### src/rtl/gpx_i2c_pkg.sv
package gpx_i2c_pkg;

    typedef enum logic [2:0] {
        ST_IDLE,
        ST_ADDR,
        ST_AACK,
        ST_WBYTE,
        ST_WACK,
        ST_RBYTE,
        ST_RACK,
        ST_SKIP
    } gpx_state_e;

    // bus events produced by the synchroniser, one cycle wide each
    typedef struct packed {
        logic scl_rise;
        logic scl_fall;
        logic start;
        logic stop;
        logic sda;
    } gpx_evt_t;

endpackage

### src/rtl/gpx_i2c_sync.sv
module gpx_i2c_sync
    import gpx_i2c_pkg::*;
#(
    parameter int STAGES = 2
) (
    input  logic     clk,
    input  logic     rst_n,
    input  logic     scl_i,
    input  logic     sda_i,
    output gpx_evt_t evt_o,
    output logic     scl_lvl_o
);

    typedef struct packed {
        logic [STAGES-1:0] scl_sh;
        logic [STAGES-1:0] sda_sh;
        logic              scl_p;
        logic              sda_p;
    } sync_t;

    sync_t d, q;
    logic  scl_now, sda_now;

    assign scl_now = q.scl_sh[STAGES-1];
    assign sda_now = q.sda_sh[STAGES-1];

    generate
        if (STAGES == 1) begin : g_one
            always_comb begin
                d.scl_sh = scl_i;
                d.sda_sh = sda_i;
                d.scl_p  = scl_now;
                d.sda_p  = sda_now;
            end
        end else begin : g_many
            always_comb begin
                d.scl_sh = {q.scl_sh[STAGES-2:0], scl_i};
                d.sda_sh = {q.sda_sh[STAGES-2:0], sda_i};
                d.scl_p  = scl_now;
                d.sda_p  = sda_now;
            end
        end
    endgenerate

    always_ff @(posedge clk or negedge rst_n) begin
        if (!rst_n) q <= '1;
        else        q <= d;
    end

    always_comb begin
        evt_o.scl_rise = scl_now & ~q.scl_p;
        evt_o.scl_fall = ~scl_now & q.scl_p;
        evt_o.start    = scl_now & q.scl_p & q.sda_p & ~sda_now;
        evt_o.stop     = scl_now & q.scl_p & ~q.sda_p & sda_now;
        evt_o.sda      = sda_now;
    end

    assign scl_lvl_o = scl_now;

endmodule

### src/rtl/gpx_i2c_ctrl.sv
module gpx_i2c_ctrl
    import gpx_i2c_pkg::*;
#(
    parameter int         DW      = 8,
    parameter int         PW      = 8,
    parameter logic [6:0] ADDR_LO = 7'b0001001,
    parameter logic [6:0] ADDR_HI = 7'b0001110
) (
    input  logic          clk,
    input  logic          rst_n,
    input  gpx_evt_t      evt_i,
    input  logic          addr_sel_i,
    input  logic [DW-1:0] rdata_i,
    output logic          sda_pull_o,
    output logic [PW-1:0] addr_o,
    output logic [DW-1:0] wdata_o,
    output logic          we_o
);

    localparam int CW = $clog2(DW + 1);
    localparam logic [CW-1:0] LAST = CW'(DW);

    typedef struct packed {
        gpx_state_e    st;
        logic [CW-1:0] cnt;
        logic [DW-1:0] sh;
        logic          rw;
        logic          first;
        logic [PW-1:0] ptr;
        logic          pull;
        logic          we;
        logic [DW-1:0] wdata;
    } ctrl_t;

    ctrl_t      d, q;
    logic [6:0] my_addr;

    assign my_addr = addr_sel_i ? ADDR_HI : ADDR_LO;

    always_comb begin
        d    = q;
        d.we = 1'b0;
        if (q.we) d.ptr = q.ptr + PW'(1);

        if (evt_i.stop) begin
            d.st   = ST_IDLE;
            d.pull = 1'b0;
        end else if (evt_i.start) begin
            d.st   = ST_ADDR;
            d.cnt  = '0;
            d.pull = 1'b0;
        end else begin
            case (q.st)
                ST_ADDR: begin
                    if (evt_i.scl_rise) begin
                        d.sh  = {q.sh[DW-2:0], evt_i.sda};
                        d.cnt = q.cnt + CW'(1);
                    end else if (evt_i.scl_fall && q.cnt == LAST) begin
                        if (q.sh[DW-1:1] == my_addr) begin
                            d.pull = 1'b1;
                            d.rw   = q.sh[0];
                            d.st   = ST_AACK;
                        end else begin
                            d.st = ST_SKIP;
                        end
                    end
                end
                ST_AACK, ST_RACK: begin
                    if (q.st == ST_RACK && evt_i.scl_rise && evt_i.sda) begin
                        d.st = ST_SKIP;
                    end else if (evt_i.scl_fall) begin
                        d.cnt = '0;
                        if (q.rw) begin
                            d.sh   = rdata_i;
                            d.pull = ~rdata_i[DW-1];
                            d.ptr  = q.ptr + PW'(1);
                            d.st   = ST_RBYTE;
                        end else begin
                            d.pull  = 1'b0;
                            d.first = 1'b1;
                            d.st    = ST_WBYTE;
                        end
                    end
                end
                ST_WBYTE: begin
                    if (evt_i.scl_rise) begin
                        d.sh  = {q.sh[DW-2:0], evt_i.sda};
                        d.cnt = q.cnt + CW'(1);
                    end else if (evt_i.scl_fall && q.cnt == LAST) begin
                        d.pull = 1'b1;
                        d.st   = ST_WACK;
                        if (q.first) begin
                            d.ptr   = PW'(q.sh);
                            d.first = 1'b0;
                        end else begin
                            d.we    = 1'b1;
                            d.wdata = q.sh;
                        end
                    end
                end
                ST_WACK: begin
                    if (evt_i.scl_fall) begin
                        d.pull = 1'b0;
                        d.cnt  = '0;
                        d.st   = ST_WBYTE;
                    end
                end
                ST_RBYTE: begin
                    if (evt_i.scl_rise) begin
                        d.cnt = q.cnt + CW'(1);
                    end else if (evt_i.scl_fall) begin
                        if (q.cnt == LAST) begin
                            d.pull = 1'b0;
                            d.st   = ST_RACK;
                        end else begin
                            d.sh   = q.sh << 1;
                            d.pull = ~q.sh[DW-2];
                        end
                    end
                end
                default: d.pull = 1'b0;
            endcase
        end
    end

    always_ff @(posedge clk or negedge rst_n) begin
        if (!rst_n) begin
            q       <= '0;
            q.st    <= ST_IDLE;
        end else begin
            q <= d;
        end
    end

    assign sda_pull_o = q.pull;
    assign addr_o     = q.ptr;
    assign wdata_o    = q.wdata;
    assign we_o       = q.we;

endmodule

### src/rtl/gpx_i2c_slave.sv
module gpx_i2c_slave
    import gpx_i2c_pkg::*;
#(
    parameter int         DW          = 8,
    parameter int         PW          = 8,
    parameter int         SYNC_STAGES = 2,
    parameter logic [6:0] ADDR_LO     = 7'b0001001,
    parameter logic [6:0] ADDR_HI     = 7'b0001110
) (
    input  logic          clk,
    input  logic          rst_n,
    input  logic          scl_i,
    input  logic          sda_i,
    output logic          sda_pull_o,
    input  logic          addr_sel_i,
    output logic [PW-1:0] reg_addr_o,
    output logic [DW-1:0] reg_wdata_o,
    output logic          reg_we_o,
    input  logic [DW-1:0] reg_rdata_i
);

    gpx_evt_t evt;
    logic     scl_lvl;

    gpx_i2c_sync #(.STAGES(SYNC_STAGES)) u_sync (
        .clk       (clk),
        .rst_n     (rst_n),
        .scl_i     (scl_i),
        .sda_i     (sda_i),
        .evt_o     (evt),
        .scl_lvl_o (scl_lvl)
    );

    gpx_i2c_ctrl #(
        .DW      (DW),
        .PW      (PW),
        .ADDR_LO (ADDR_LO),
        .ADDR_HI (ADDR_HI)
    ) u_ctrl (
        .clk        (clk),
        .rst_n      (rst_n),
        .evt_i      (evt),
        .addr_sel_i (addr_sel_i),
        .rdata_i    (reg_rdata_i),
        .sda_pull_o (sda_pull_o),
        .addr_o     (reg_addr_o),
        .wdata_o    (reg_wdata_o),
        .we_o       (reg_we_o)
    );

endmodule

### config.mk
export PLATFORM = sky130hd
export DESIGN_NAME = gpx_i2c_slave
export DESIGN_NICKNAME = d
export VERILOG_FILES = /design/src/rtl/gpx_i2c_pkg.sv /design/src/rtl/gpx_i2c_sync.sv /design/src/rtl/gpx_i2c_ctrl.sv /design/src/rtl/gpx_i2c_slave.sv
export SDC_FILE = /design/constraint.sdc
export NUM_CORES = 1
export LEC_CHECK = 0
export BUFFER_PORTS_ARGS = -buffer_cell sky130_fd_sc_hd__buf_2
export CAP_MARGIN = 0
export CORE_MARGIN = 2
export CORE_UTILIZATION = 59
export DETAILED_ROUTE_END_ITERATION = 10
export HOLD_SLACK_MARGIN = 0.08
export PLACE_DENSITY = 0.8
export SYNTH_ARGS = -nofsm -noshare
export SYNTH_HDL_FRONTEND = slang
export SYNTH_SLANG_ARGS = --single-unit
### constraint.sdc
create_clock -name clk -period 2.15 [get_ports clk]
set_clock_uncertainty 0.1 [all_clocks]
set_input_delay 0.215 -clock clk [delete_from_list [all_inputs] [get_ports clk]]
set_output_delay 0.215 -clock clk [all_outputs]
set_load 0.01 [all_outputs]
# Yosys cells after proc, flatten, opt, wreduce, memory -nomap -nowiden

Cells that the tools add are included.

Output and inout bits: 18
Input bits: 13
Flip-flop bits (word level): 41

Add/sub/neg operators: 2
Multiplexer cells: 50
Bitwise operators: 17
Reductions and logical operators: 16
Equality and inequality tests: 34

Operators by type and width:

| cell                | number |
|---|---|
| $mux 8              | 9 |
| $mux 19             | 2 |
| $mux 3              | 12 |
| $mux 9              | 4 |
| $pmux 7 s5          | 1 |
| $reduce_and 10->1   | 3 |
| $ne 4x3->1 const B  | 7 |
| $mux 12             | 2 |
| $pmux 8 s3          | 1 |
| $mux 10             | 2 |
| $pmux 9 s2          | 1 |
| $reduce_and 6->1    | 3 |
| $ne 4x4->1 const B  | 4 |
| $mux 15             | 1 |
| $mux 7              | 2 |
| $mux 1              | 11 |
| $ne 2x1->1 const B  | 5 |
| $ne 2x2->1 const B  | 5 |
| $not 1->1           | 10 |
| $eq 3x3->1 const B  | 3 |
| $ne 3x2->1 const B  | 3 |
| $add 8x1->8 const B | 1 |
| $reduce_and 8->1    | 1 |
| $and 1x1->1         | 7 |
| other kinds (15)    | 19 |

# Logic depth before layout (Yosys ltp)

Gate-level depths: netlist (run 1).

Depth after elaboration: 8
Mapped depth: 9
Gate-level depth less buffers: 7

# Cells and area by module

From an unflattened synthesis (run 1), not the netlist that was laid out.

Cell total of the unflattened synthesis: 287
Area, all modules: 2698.8 um2

By module, submodules not included:

| module       | area each (um2) | sequential area each (um2) | cells an instance | times used |
|---|---|---|---|---|
| gpx_i2c_ctrl | 2501.1          | 875.8                      | 276               | 1 |
| gpx_i2c_sync | 197.7           | 157.7                      | 11                | 1 |

# Worst setup path before layout (run 1)

OpenSTA, ideal clock, no wires.

Kind: register -> register
Start: register u_sync.q, in the netlist u_sync.evt_o[0]
End: register u_ctrl.q, in the netlist u_ctrl.addr_o[0]
Period minus slack after synthesis: 1.859 ns
Stages on the path, launching flop included: 7
Arrival time: 1.629 ns
Slack: 0.291 ns
Cell sequence: dfstp_2 buf_2 and4b_1 nor2_1 o21ai_0 a22oi_1 o21ai_0

RTL lines:

| what                   | RTL line           | text |
|---|---|---|
| from (decl)            | gpx_i2c_sync.sv:21 | `sync_t d, q;` |
| from (signal assigned) | gpx_i2c_sync.sv:46 | `if (!rst_n) q <= '1;` |
| from (signal assigned) | gpx_i2c_sync.sv:47 | `else q <= d;` |
| to (decl)              | gpx_i2c_ctrl.sv:35 | `ctrl_t d, q;` |

# Final worst setup path (run 1)

Start: register u_sync.q, in the netlist u_sync.scl_lvl_o
End: register u_ctrl.q[32] (netlist bit)

Cells in the longest elaborated chain, start to end: 7
Elaborated cells on any way between the ends: 26

Ends and longest elaborated chain:

| what                            | RTL line           | text |
|---|---|---|
| $and 1x1->1                     | gpx_i2c_sync.sv:51 | `evt_o.scl_rise = scl_now & ~q.scl_p;` |
| $logic_and 1x1->1 (2 in series) | gpx_i2c_ctrl.sv:69 | `if (q.st == ST_RACK && evt_i.scl_rise && evt_i.sda) begin` |
| $mux 3                          | gpx_i2c_ctrl.sv:69 |  |
| $pmux 7 s5                      | gpx_i2c_ctrl.sv:53 | `case (q.st)` |
| $mux 7                          | gpx_i2c_ctrl.sv:48 | `end else if (evt_i.start) begin` |
| $mux 3                          | gpx_i2c_ctrl.sv:45 | `if (evt_i.stop) begin` |

Several ways; a longest one is shown, not always the timed one.
A chain may end at the register's enable or synchronous reset.

==> out/results.txt, run 1 <==
Sink Count: 41
Root Buffer: clkbuf_8
Nets: 332
Worst-Skew Late Latency: 300 ps
Int Pwr: 0.00184 W
Warnings from Yosys: 0
Leakage: 1.37 nW
Worst flop-to-flop path startpoint: u_sync.scl_lvl_o
Die Ht: 71.6 µm
Mapped cell area: 2690 µm²
Antenna cell count: 0
Most common cell after layout, fill and taps aside: dfrtp_1
Psw: 0.00138 W
FMAX: 488 MHz
HPWL Detailed: 4450 µm
Syn_nets: 303
Post-route ant nets: 0
Total global routing overflow: 0
GR peak layer: met2
Clock share of power: 16.4%
Crit start category: flop
M3 GR Usage: 4.22%
Largest net degree at the start of global routing: 21
Total routed wirelength: 6190 µm
Crit path max fanout: 15
Area grow syn2layout: 11.0%
Vias in the first global route: 2,182
DP Area: 2790 µm²
# setup viols final: 0
Tot GR Track Use: 25.7%
Switching share of power: 42.9%
Worst Setup SP: u_sync.scl_lvl_o
Max-Cap Viols: 0
Placement Setup Slack: -10.9 ps
P per Cell Area: 1080 nW/µm²
Cts bufs inserted: 5
Cells after Synth: 287
Combinational power share: 47.4%
Layout Utilization: 68.2%
Wire per inst: 16.8 µm
Min-Delay Path Class: input pin to flop
Die width: 71.6 µm
Worst path arrival time: 2150 ps
Clock transition at path regs: 90 ps
Syn Area/Cell: 9.38 µm²
Pre-antenna DRT Iters: 5
First-pass GRT wire length: 10,400 µm
GPL Wtd Cong: 0.936
Crit path capture type: flop
Final worst setup slack: 99.0 ps
Sequential element share of the synthesized area: 38.4%
CTS tree: built
Crit path kind: flop to flop
Status: finished clean
Worst Path Required: 2250 ps
Cell area after layout: 2990 µm²
Fraction of registers with async set or reset after synthesis: 100%
Iter 0 DRT Violations: 277
Max Buffers Root-to-Sink: 2
Max H-tree Level: 2
FF+latch count, synth: 41
Initial Util: 61.4%
M2 GR Usage: 39.9%
Worst-Margin Slew: 467 ps
Period utilization: 95.4%
DRC errors left: 0
EDFF count, synth: 0
# IOs: 31
Final Hold Viols: 0
Crit path time final: 2050 ps
Dominant synthesized flop cell: dfrtp_1
Hold path start: reg_rdata_i[3]
Vias post-DR: 2,296
Slew margin rel.: 68.9%
Port Buffers: 30
Core Rows: 24
Synth cell types: 64
Initial antenna violation count: 0
Routing usage on met1: 37.4%
Peak VDD IR: 0.555 mV
Die area: 5120 µm²
Most frequent cells in the layout: 35 x dfrtp_1, 30 x buf_2, 27 x nor2_1
Vias/cell: 6.22
Pins Over Slew Limit: 0
Core Footprint: 4380 µm²
Sequential share of power: 36.2%
Layout cells sized above 1: 27.1%
-- logic make-up (layout without fill, tap and decap cells) --
kind of cell	after synthesis	in the layout	share of synthesized area, %
xor gates and xnor gates	13	13	4.23
buffers and inverters	38	68	8.60
muxes	15	15	6.04
AOI/OAI and AO/OA	81	81	21.8
and+or+nand+nor	96	96	19.5
adders and majority gates	3	3	1.39
DFF	41	41	38.4
-- registers in the layout (all words and copies together), names as in the netlist --
register	count
u_ctrl.q	17
u_ctrl.addr_o	8
u_ctrl.wdata_o	8
u_sync.d	2
u_sync.q	2
u_ctrl.sda_pull_o	1
u_ctrl.we_o	1
u_sync.evt_o	1
u_sync.scl_lvl_o	1
-- synthesized netlist by cell type (3+ instances only) --
cell type  number  area, µm²
a21oi_1        14       70.1
a22oi_1        10       75.1
a31o_2          3       26.3
and3_1          4       25.0
and3b_1         3       26.3
and4b_1         3       30.0
buf_2           5       25.0
buf_4          19        143
clkbuf_1        3       11.3
dfrtp_1        35        876
dfstp_2         6        158
ha_1            3       37.5
inv_1          10       37.5
mux2_2         10        113
mux2i_1         5       50.1
nand2_1        16       60.1
nand2b_1        5       31.3
nand3_1         9       45.0
nand3b_1        3       22.5
nand4_1         6       37.5
nor2_1         27        101
nor3_1          6       30.0
o21ai_0        17       85.1
o22ai_1         3       18.8
xnor2_1         7       61.3
xor2_1          6       52.6
-- power by group through the flow --
stage	registers [W]	clock network, W	logic, W
detailed placement	0.00117	0	0.00139
global route	0.00119	0.000570	0.00168
finish	0.00116	0.000528	0.00152
global placement	0.00117	0	0.00138
floorplan	0.00108	0	0.00113
CTS	0.00116	0.000538	0.00141
-- final cells by class --
| class | instances | area (µm²) |
|---|---|---|
| multi-input combinational | 208 | 1450 |
| fill | 330 | 1400 |
| sequential | 41 | 1030 |
| timing repair buffer | 50 | 313 |
| clock buffer | 5 | 68.8 |
| tap | 52 | 65.1 |
| inverter | 10 | 37.5 |
| clock inverter | 3 | 25.0 |
-- critical path: stages (launching register included) --
cell	delay, ps
dfstp_2	660
nand4b_2	250
o211ai_1	190
o21ai_2	150
or2_1	290
o41ai_2	320
-- path summary, 6_finish.rpt --
kind                                         end  cells past startpoint  slack (ps)
worst max register to register      u_ctrl.q[32]                      5         100
min in group asynchronous       u_ctrl.addr_o[5]                      2         200
worst max-delay path                u_ctrl.q[32]                      5         100
max in group asynchronous        u_sync.evt_o[0]                      3        1160
worst min register to register   u_sync.evt_o[0]                      0         260
worst min-delay path                u_ctrl.q[23]                      3         120
-- per-stage QoR --
stage	setup TNS [ps]	std cells	hold slack, ps	power (W)
finish	0	369	118	0.00321
global placement	-24.8	351	-11.0	0.00255
floorplan	0	287	-181	0.00220
global route	-25.4	369	133	0.00344
detailed placement	-10.9	351	-5.66	0.00256
CTS	0	364	113	0.00310
-- per-layer routing --
| metal | routed length (µm) | part of all wire, % |
|---|---|---|
| met5 | 0 | 0 |
| met2 | 2870 | 46 |
| met1 | 2850 | 46 |
| met3 | 365 | 5.9 |
| met4 | 99 | 1.6 |
-- what timing repair did --
item	CTS	global route
hold buffers	5	0
gates resized for setup	1	5
setup buffers	0	5
endpoints found under the hold margin	39	0
pin swaps	0	2
cloned	0	0
endpoints found under the setup margin	1	11
Note: power is estimated with default switching activity, not from simulation.
==> inputs of run 2 (changes only) <==
==> constraint.sdc (replaced) <==
create_clock -name clk -period 2.15 [get_ports clk]
set_clock_uncertainty 0.1 [all_clocks]
set_input_delay 0.645 -clock clk [delete_from_list [all_inputs] [get_ports clk]]
set_output_delay 0.645 -clock clk [all_outputs]
set_load 0.01 [all_outputs]
==> run 2 against run 1 <==
Wire length rose by 1.2%; combinational power barely moved; core utilization fell by 0.49 points; maximum frequency fell by 1.9%; critical endpoint is now u_ctrl.addr_o[7]; die area did not move; design area fell by 0.71%; via count rose by 2.1%; worst hold slack improved by 140 ps.
==> out/results.txt, run 2 (synthesis gave the netlist of run 1 again) <==
Status: finished clean
First-pass GRT wire length: 10,200 µm
Iter 0 DRT Violations: 266
Largest net degree at the start of global routing: 42
Cell total after placement: 352
Critical-path top delay cell: dfstp_2
Die Ht: 71.6 µm
Initial Util: 61.4%
Slew margin rel.: 61.7%
Most common cell after layout, fill and taps aside: dfrtp_1
Area grow syn2layout: 10.2%
GPL Wtd Cong: 0.922
Final worst setup slack: 58.3 ps
Crit start category: flop
Die area: 5120 µm²
Post-Layout Cell Count: 368
Vias/cell: 6.37
Pins Over Slew Limit: 0
Post-route ant nets: 0
FMAX: 478 MHz
Pre-antenna DRT Iters: 5
CP top delay family: simple AND/OR/NAND/NOR gates
Max-Cap Viols: 0
Layout cells sized above 1: 29.1%
Layout Utilization: 67.7%
Worst-Margin Slew: 569 ps
Tot GR Track Use: 25.2%
CTS tree: built
Crit path capture type: flop
P per Cell Area: 1070 nW/µm²
Total routed wirelength: 6260 µm
Period utilization: 97.3%
Worst-Skew Late Latency: 290 ps
Setup total negative slack: 0 ps
Nets: 331
# IOs: 31
Max reg flops: 17
Max Buffers Root-to-Sink: 2
Crit path kind: flop to flop
HPWL Detailed: 4440 µm
DRC errors left: 0
Max H-tree Level: 2
Min-Delay Path Class: flop to flop
Root Buffer: clkbuf_8
Post-CTS Hold Fix Bufs: 0
# setup viols final: 0
Worst path arrival time: 2180 ps
Unrepaired setup endpoints after global routing: yes
Placement Setup Slack: -15.2 ps
Most frequent cells in the layout: 33 x dfrtp_1, 30 x buf_2, 27 x nor2_1
Core Rows: 24
Vias post-DR: 2,344
Cts bufs inserted: 5
Vias in the first global route: 2,152
Die width: 71.6 µm
Peak VDD IR: 0.588 mV
Leakage: 1.37 nW
# fillers: 359
Clock transition at path regs: 90 ps
Final Hold Viols: 0
Wire per inst: 17.0 µm
Crit path max fanout: 7
Sink Count: 41
Antenna cell count: 0
Total global routing overflow: 0
CP bufs+invs: 2
Slowest stage delay, CP: 630 ps
Worst Path Required: 2230 ps
Core Footprint: 4380 µm²
Port Buffers: 30
Largest register by flop count: u_ctrl.q
Initial antenna violation count: 0
Crit path time final: 2090 ps
Cell Chain, Critical Path: clkbuf_2 > buf_4 > and3b_1 > nor2_1 > nor3_1 > xnor2_1 > o22ai_1
[run 2: per-stage QoR]
step / area [µm²] / hold slack (ps) / power, W
3_5_place_dp: 2800 / 248 / 0.00256
2_1_floorplan: 2690 / 245 / 0.00220
4_1_cts: 2880 / 259 / 0.00306
6_report: 2970 / 257 / 0.00317
5_1_grt: 2970 / 260 / 0.00337
3_3_place_gp: 2800 / 246 / 0.00250
[run 2: where the power goes]
| part | switching (W) | internal [W] | total (W) |
|---|---|---|---|
| registers | 0.000231 | 0.000933 | 0.00116 |
| clock network | 0.000276 | 0.000224 | 0.000500 |
| logic | 0.000841 | 0.000663 | 0.00150 |
| total | 0.00135 | 0.00182 | 0.00317 |
[run 2: what timing repair did]
item | CTS | global route
endpoints found under the setup margin | 0 | 13
gates resized for setup | 0 | 8
buffers inserted | 0 | 8
[run 2: worst reg2reg max path, cell delays in order, from the launching register on]
cell	delay, ps
dfstp_2	630
clkbuf_2	210
buf_4	130
and3b_1	250
nor2_1	120
nor3_1	270
xnor2_1	180
o22ai_1	100
[run 2: final cells by class]
class	count	area [µm²]	area share (%)
clock buffer	5	68.8	2.32
clock inverter	3	17.5	0.590
inverter	10	37.5	1.27
multi-input combinational	208	1450	48.9
sequential	41	1040	34.9
tap	52	65.1	2.19
timing repair buffer	49	290	9.78
[run 2: routing by layer]
layer,routed length [µm],vias to the layer above,global-route usage [%]
met4,109,0,9.01
met3,365,18,3.94
met2,2980,104,39.3
met5,0,-,0
met1,2810,1123,35.8
li1,-,1099,-
[run 2: worst paths after layout]
path / startpoint / end / slack (ps) / depth (start not counted)
min in group asynchronous: rst_n / u_ctrl.addr_o[6] / 300 / 2
hold / removal: u_sync.d[5] / u_sync.scl_lvl_o / 260 / 0
max in group asynchronous: rst_n / u_sync.evt_o[0] / 1270 / 2
hold reg to reg: u_sync.d[5] / u_sync.scl_lvl_o / 260 / 0
setup reg to reg: u_sync.q[1] / u_ctrl.addr_o[7] / 60 / 7
setup / recovery: u_sync.q[1] / u_ctrl.addr_o[7] / 60 / 7
